## src/rtl/pcsr_pkg.sv

```systemverilog
package pcsr_pkg;
  localparam int DATA_W    = 32;
  localparam int CTR_W     = 4;
  localparam int NUM_FLAGS = 2;
  localparam int FLAG_OFS  = 'h0;
  localparam int CTR_OFS   = 'h4;
  // bit i set: software wins a collision on flag i
  localparam logic [NUM_FLAGS-1:0] SW_PREC_MASK = 2'b01;

  typedef enum logic [1:0] {
    SEL_NONE,
    SEL_FLAGS,
    SEL_CTRS
  } sel_e;
endpackage

```

## src/rtl/pcsr_flag.sv

```systemverilog
module pcsr_flag #(
  parameter bit SW_WINS = 1'b1
) (
  input  logic clk,
  input  logic rst,
  input  logic sw_we,
  input  logic sw_d,
  input  logic hw_we,
  input  logic hw_d,
  output logic q
);
  logic d_next;

  generate
    if (SW_WINS) begin : g_sw_prec
      always_comb begin
        d_next = q;
        if (hw_we) d_next = hw_d;
        if (sw_we) d_next = sw_d;
      end
      AST_SW_WINS_COLLISION: assert property (@(posedge clk) disable iff (rst)
        (sw_we && hw_we) |=> (q == $past(sw_d)));
    end else begin : g_hw_prec
      always_comb begin
        d_next = q;
        if (sw_we) d_next = sw_d;
        if (hw_we) d_next = hw_d;
      end
      AST_HW_WINS_COLLISION: assert property (@(posedge clk) disable iff (rst)
        (sw_we && hw_we) |=> (q == $past(hw_d)));
    end
  endgenerate

  always_ff @(posedge clk) begin
    if (rst) q <= 1'b0;
    else     q <= d_next;
  end

  AST_SW_ONLY_LOADS: assert property (@(posedge clk) disable iff (rst)
    (sw_we && !hw_we) |=> (q == $past(sw_d)));
  AST_HW_ONLY_LOADS: assert property (@(posedge clk) disable iff (rst)
    (hw_we && !sw_we) |=> (q == $past(hw_d)));
  AST_IDLE_HOLDS: assert property (@(posedge clk) disable iff (rst)
    (!sw_we && !hw_we) |=> $stable(q));
endmodule

```

## src/rtl/pcsr_ctr.sv

```systemverilog
module pcsr_ctr #(
  parameter int W = 4
) (
  input  logic         clk,
  input  logic         rst,
  input  logic         inc,
  output logic [W-1:0] cnt
);
  localparam logic [W-1:0] ONE = W'(1);

  always_ff @(posedge clk) begin
    if (rst)      cnt <= '0;
    else if (inc) cnt <= cnt + ONE;
  end

  AST_CTR_STEP: assert property (@(posedge clk) disable iff (rst)
    inc |=> (cnt == W'($past(cnt) + ONE)));
  AST_CTR_HOLD: assert property (@(posedge clk) disable iff (rst)
    !inc |=> $stable(cnt));
  AST_CTR_WRAP: assert property (@(posedge clk) disable iff (rst)
    (inc && (&cnt)) |=> (cnt == '0));
endmodule

```

## src/rtl/pcsr_bus.sv

```systemverilog
module pcsr_bus
  import pcsr_pkg::*;
#(
  parameter int ADDR_W = 4,
  parameter int DW     = 32,
  parameter int NF     = 2,
  parameter int CW     = 4
) (
  input  logic               clk,
  input  logic               rst,
  input  logic               req,
  input  logic               wr,
  input  logic [ADDR_W-1:0]  addr,
  input  logic [DW-1:0]      wdata,
  input  logic [NF-1:0]      flags,
  input  logic [NF*CW-1:0]   ctrs,
  output logic               flag_we,
  output logic [NF-1:0]      flag_wd,
  output logic [DW-1:0]      rdata,
  output logic               ack
);
  localparam logic [ADDR_W-1:0] A_FLAGS = ADDR_W'(FLAG_OFS);
  localparam logic [ADDR_W-1:0] A_CTRS  = ADDR_W'(CTR_OFS);

  sel_e          sel;
  logic [DW-1:0] rd_val;

  always_comb begin
    if (addr == A_FLAGS)     sel = SEL_FLAGS;
    else if (addr == A_CTRS) sel = SEL_CTRS;
    else                     sel = SEL_NONE;
  end

  assign flag_we = req && wr && (sel == SEL_FLAGS);
  assign flag_wd = wdata[NF-1:0];

  always_comb begin
    case (sel)
      SEL_FLAGS: rd_val = DW'(flags);
      SEL_CTRS:  rd_val = DW'(ctrs);
      default:   rd_val = '0;
    endcase
  end

  always_ff @(posedge clk) begin
    if (rst) begin
      ack   <= 1'b0;
      rdata <= '0;
    end else begin
      ack   <= req;
      rdata <= (req && !wr) ? rd_val : '0;
    end
  end

  AST_ACK_FOLLOWS_REQ: assert property (@(posedge clk) disable iff (rst)
    req |=> ack);
  AST_NO_SPURIOUS_ACK: assert property (@(posedge clk) disable iff (rst)
    !req |=> !ack);
  AST_RDATA_QUIET: assert property (@(posedge clk) disable iff (rst)
    !ack |-> (rdata == '0));
  AST_UNMAPPED_ZERO: assert property (@(posedge clk) disable iff (rst)
    (req && !wr && sel == SEL_NONE) |=> (rdata == '0));
endmodule

```

## src/rtl/prec_csr.sv

```systemverilog
module prec_csr
  import pcsr_pkg::*;
#(
  parameter int ADDR_W = 4
) (
  input  logic                 clk,
  input  logic                 rst,
  input  logic                 bus_req,
  input  logic                 bus_wr,
  input  logic [ADDR_W-1:0]    bus_addr,
  input  logic [DATA_W-1:0]    bus_wdata,
  output logic [DATA_W-1:0]    bus_rdata,
  output logic                 bus_ack,
  input  logic [NUM_FLAGS-1:0] hw_next,
  input  logic [NUM_FLAGS-1:0] hw_we
);
  localparam int CTR_BITS = NUM_FLAGS * CTR_W;

  logic [NUM_FLAGS-1:0] flags;
  logic [CTR_BITS-1:0]  ctrs;
  logic                 flag_we;
  logic [NUM_FLAGS-1:0] flag_wd;

  pcsr_bus #(
    .ADDR_W(ADDR_W), .DW(DATA_W), .NF(NUM_FLAGS), .CW(CTR_W)
  ) u_bus (
    .clk(clk), .rst(rst),
    .req(bus_req), .wr(bus_wr), .addr(bus_addr), .wdata(bus_wdata),
    .flags(flags), .ctrs(ctrs),
    .flag_we(flag_we), .flag_wd(flag_wd),
    .rdata(bus_rdata), .ack(bus_ack)
  );

  generate
    for (genvar i = 0; i < NUM_FLAGS; i++) begin : g_fld
      pcsr_flag #(.SW_WINS(SW_PREC_MASK[i])) u_flag (
        .clk(clk), .rst(rst),
        .sw_we(flag_we), .sw_d(flag_wd[i]),
        .hw_we(hw_we[i]), .hw_d(hw_next[i]),
        .q(flags[i])
      );
      pcsr_ctr #(.W(CTR_W)) u_ctr (
        .clk(clk), .rst(rst),
        .inc(flags[i]),
        .cnt(ctrs[i*CTR_W +: CTR_W])
      );
    end
  endgenerate
endmodule

```

## config.mk

```make
export PLATFORM = sky130hd
export DESIGN_NAME = prec_csr
export DESIGN_NICKNAME = d
export VERILOG_FILES = /design/src/rtl/pcsr_pkg.sv /design/src/rtl/pcsr_flag.sv /design/src/rtl/pcsr_ctr.sv /design/src/rtl/pcsr_bus.sv /design/src/rtl/prec_csr.sv
export SDC_FILE = /design/constraint.sdc
export NUM_CORES = 1
export LEC_CHECK = 0
export BUFFER_PORTS_ARGS = -buffer_cell sky130_fd_sc_hd__buf_2
export CAP_MARGIN = 20
export CORE_ASPECT_RATIO = 1.75
export CORE_MARGIN = 10
export CORE_UTILIZATION = 35
export CTS_BUF_LIST = sky130_fd_sc_hd__clkbuf_8
export CTS_CLUSTER_DIAMETER = 150
export CTS_CLUSTER_SIZE = 14
export DETAILED_ROUTE_END_ITERATION = 10
export GPL_TIMING_DRIVEN = 0
export PLACE_DENSITY_LB_ADDON = 0.05
export SYNTH_ARGS = -nofsm -noshare
export SYNTH_HDL_FRONTEND = slang
export SYNTH_SLANG_ARGS = --single-unit
```

## constraint.sdc

```tcl
create_clock -name clk -period 1.3 [get_ports clk]
set_input_delay 0.13 -clock clk [delete_from_list [all_inputs] [get_ports clk]]
set_output_delay 0.13 -clock clk [all_outputs]
set_load 0.02 [all_outputs]
```

---- Word-level counts from Yosys, hierarchy flattened ----
Index checks and enable logic that the tools add are counted.
storage, ports and cells
  word-level logic and storage cells ...... 27
  input bits .............................. 44
  flip-flop bits (word level) ............. 43
operators by class
  bitwise operators ....................... 1
  add/sub/neg operators ................... 2
  multiplexer cells ....................... 7
  reduce and logical (&&, ||, !) cells .... 8
  equality and inequality tests ........... 3
operators with widths
  kind                 count
  $pmux 8 s2           1
  $add 4x1->4 const B  2
  $eq 4x3->1 const B   1
  $logic_not 4->1      1
  $mux 1               4
  $mux 2               2
  $reduce_bool 2->1    2
  $logic_and 1x1->1    3
  $eq 2x1->1 const B   1
  $eq 2x2->1 const B   1
  $reduce_or 2->1      1
  $logic_not 1->1      1
  $not 1->1            1

---- Depth between registers and ports, before layout ----
  word-level depth ........................ 7
  gate-level depth with buffers ........... 4
  gate-level depth less buffers ........... 4

---- Modules after synthesis ----
A second synthesis with hierarchy kept.
unflattened totals
  cells, all modules ...................... 94
  area total of the unflattened synthesis .. 992.2 um^2
by module, submodules not included
  module     instances  seq. area each (um^2)  area an instance (um^2)  cells each
  pcsr_bus   1          180.2                  529.3                    52
  pcsr_ctr   2          80.1                   178.9                    16
  pcsr_flag  2          20.0                   52.6                     5

---- Least setup slack after synthesis ----
OpenSTA, ideal clock, no wires.
  path type ............................... input to register
  start point ............................. in bus_addr[3]
  end point ............................... reg u_bus.rdata[2]
  slack ................................... 101 ps
  arrival ................................. 1139 ps
  buffers on the path ..................... 0
  cell stages on the path ................. 3
  library setup time ...................... 59 ps
  required time ........................... 1241 ps
  path through ............................ or4b_4 -> nor4b_4 -> and2_1
between the ends
  longest elaborated chain between the ends .. 5
RTL lines
  item                                      line            source
  from (decl)                               prec_csr.sv:10  input logic [ADDR_W-1:0] bus_addr,
  $eq 4x3->1                                pcsr_bus.sv:30  else if (addr == A_CTRS) sel = SEL_CTRS;
  $mux 2                                    pcsr_bus.sv:30
  $mux 2 (*)                                pcsr_bus.sv:29  if (addr == A_FLAGS) sel = SEL_FLAGS;
  $eq 2x2->1 or $eq 2x1->1 (tied branches)  pcsr_bus.sv:38  case (sel)
  $pmux 8 s2 (*)                            pcsr_bus.sv:38
  to (signal assigned)                      pcsr_bus.sv:51  rdata <= (req && !wr) ? rd_val : '0;
  to (decl)                                 pcsr_bus.sv:19  output logic [DW-1:0] rdata,
Mark *: on every way between the ends. The rest lies on a longest branch, timed or not.
A chain may end at the register's enable or synchronous reset.

---- Worst setup path in the final report ----
Same ends and word-level chain as after synthesis.

==> out/metrics.cfg <==
[status]
run_status = complete, no violations

[pwr]
ir_worst_vdd_mv = 0.4822
leakagePower_nw = 0.6186
cellPowerDensity_mw_per_mm2 = 1023

[setup_path]
cpLargestDelayFamily = simple AND/OR/NAND/NOR gates
cp_data_required_time_ns = 1.50
max_stage_delay_ns = 0.57
cp_startpoint_kind = input port
crit_chain = buf_2 > or4b_4 > nor4b_4 > and2_1
end_kind = register
regToRegSetupSlack_ns = 0.26
worst-setup-path-type = in -> reg
crit_path_top_delay_cell = or4b_4
cp_max_fo = 6
worst-path-buf-inv = 1
arrival_ns = 1.35

[clocking]
h_tree_level_count = 1
post_cts_resized = 0
path_clk_slew_ns = 0.07
number_of_sinks_driven_by_the_clock_tree = 19
clk_path_buf_depth = 2
cts_made_buffers = 3
post_cts_hold_buffer_count = 0
cts_post_setup_buffers_inserted = 0
cts_tree = yes
root_buffer = clkbuf_8
insertion_delay_of_the_later_clocked_pin_in_the_worst_skew_pair_ns = 0.25

[timing]
fmax_ghz = 0.8691
maxSlewViolCount = 0
setup_viol = 0
timing.final.crit_share_pct = 88.51
timing.final.crit_period_ns = 1.151
fin_worst_hold_slack_ns = 0.08880
timing.final.hold_violations = 0
rsz0062_at_grt = false
timing.clock.skew_ns = 0.003814

[yosys]
number_of_different_library_cells_in_the_post_synthesis_netlist = 25
ys_ff_latch = 19
seq_area_frac_synth_pct = 41.99
synth_warnings = 0
mappedNetlistArea_um2 = 905.9
synth_area_per_cell_um2 = 9.741
postSynthCellCount = 93

[floorplanning]
placementRows = 24
initial_core_util_pct = 36.35
die_w_um = 58.46
die_area_mm2 = 0.005103
num_io_pins = 77
die-height_um = 87.30
fp.coreArea_mm2 = 0.002492

[layout]
design.final.nets = 189
antenna_cells = 0
layout-drive-gt1-share_pct = 36.62
final_cells = 168
mostFrequentLayoutCells = buf_4 (24), conb_1 (24), buf_2 (22), dfxtp_1 (19), nor2_1 (10)
area_growth_pct = 30.25

[job]
drv.max_cap_violation_count = 0

[drt]
remaining_drc_errors = 0
drt_iter0_markers = 0
wl_per_cell_um = 10.76
drtPass1Iterations = 1
routed-via-count = 668
drt-total-wl_mm = 1.808
detail_route.vias_per_cell = 3.976
drtAntennaViolNets = 0

[global_routing]
antenna_found_initial = 0
grt_overflow_total = 0
via_count_of_the_first_global_routing_pass = 683
largest_net_degree_at_the_start_of_global_routing = 11
globalRouteTotalUtil_pct = 7.182
global_route_wire_length_before_repair_mm = 2.870

[hold_path]
kind_of_path_behind_the_tightest_hold_check = in -> reg

[placement]
place.detailed.hpwl_mm = 1.574
gp_routability_congestion = 0.7134
port-buffer-count = 22
placed_cells = 164

-- synth_stat cells --
| cell type | instances | area share [%] |
|---|---|---|
| mux2_2 | 1 | 1.2 |
| a21oi_1 | 1 | 0.55 |
| nand2b_1 | 1 | 0.69 |
| and2_1 | 6 | 4.1 |
| ha_1 | 2 | 2.8 |
| nor2b_1 | 2 | 1.4 |
| buf_4 | 24 | 20 |
| a221oi_1 | 1 | 0.97 |
| nor2_1 | 10 | 4.1 |
| a31oi_1 | 1 | 0.69 |
| nor4b_1 | 1 | 0.97 |
| mux2i_1 | 4 | 4.4 |
| clkbuf_1 | 2 | 0.83 |
| xnor2_1 | 2 | 1.9 |
| o21ai_0 | 1 | 0.55 |
| conb_1 | 1 | 0.41 |
| nand2_1 | 2 | 0.83 |
| nand4_1 | 2 | 1.4 |
| dfxtp_1 | 19 | 42 |
| inv_1 | 1 | 0.41 |
| nor3_1 | 2 | 1.1 |
| xor2_1 | 4 | 3.9 |
| or4b_4 | 1 | 1.5 |
| nor4b_4 | 1 | 2.6 |
| or3_1 | 1 | 0.69 |
-- power by group --
part / switching (W) / internal, W
registers: 0.0000141 / 0.000597
logic: 0.000114 / 0.0000927
clock network: 0.000180 / 0.000210
total: 0.000308 / 0.000899
-- registers in the layout, summed over array words and instances (netlist names) --
| signal | cells |
|---|---|
| u_bus.rdata | 8 |
| g_fld.u_ctr.cnt | 8 |
| u_bus.ack | 1 |
| g_fld.u_flag.q | 2 |
-- logic make-up after synthesis --
logic type	share of synthesized area, %
AOI/OAI and AO/OA	2.762
xor gates and xnor gates	5.801
adders and majority gates	2.762
buffers and inverters	21.13
DFF	41.99
muxes	5.663
other	0.4140
and+or+nand+nor	19.48
-- routing by layer --
layer / vias to the layer above / routed length (um) / GRT usage [%]
met2: 40 / 676 / 9.311
met3: 5 / 410 / 7.018
met1: 268 / 678 / 7.029
li1: 355 / - / -
met4: 0 / 42 / 4.506
met5: - / 0 / 0
-- area by class of cell --
| class | instances | area (um^2) |
|---|---|---|
| buffer | 26 | 187.7 |
| clock buffer | 3 | 41.29 |
| clock inverter | 1 | 3.754 |
| fill | 275 | 1313 |
| inverter | 1 | 3.754 |
| multi-input combinational | 70 | 420.4 |
| sequential | 19 | 380.4 |
| tap | 26 | 32.53 |
| timing repair buffer | 22 | 110.1 |
-- stage by stage --
step                area, um^2  setup slack, ns  util, %  power [W]  setup TNS, ns
floorplan                992.2           0.1013        -  0.0007862              0
global placement          1135          -0.1325    45.53  0.0008240        -0.8203
detailed placement        1135          -0.1390    45.53  0.0008259        -0.8483
CTS                       1180           0.1259    47.34   0.001215              0
global route              1180          0.08941    47.34   0.001261              0
finish                    1180           0.1494    47.34   0.001207              0
-- worst paths after layout --
path / from / endpoint / cells past startpoint
setup / recovery: bus_addr[3] / u_bus.rdata[2]$_SDFF_PP0_ / 4
hold / removal: hw_we[1] / g_fld[1].u_flag.q$_SDFFE_PP0P_ / 2
setup reg to reg: g_fld[0].u_flag.q$_SDFFE_PP0P_ / g_fld[0].u_flag.q$_SDFFE_PP0P_ / 4
hold reg to reg: g_fld[1].u_ctr.cnt[3]$_SDFFE_PP0P_ / u_bus.rdata[7]$_SDFF_PP0_ / 1
No activity file was read; power rests on OpenSTA's default activity.
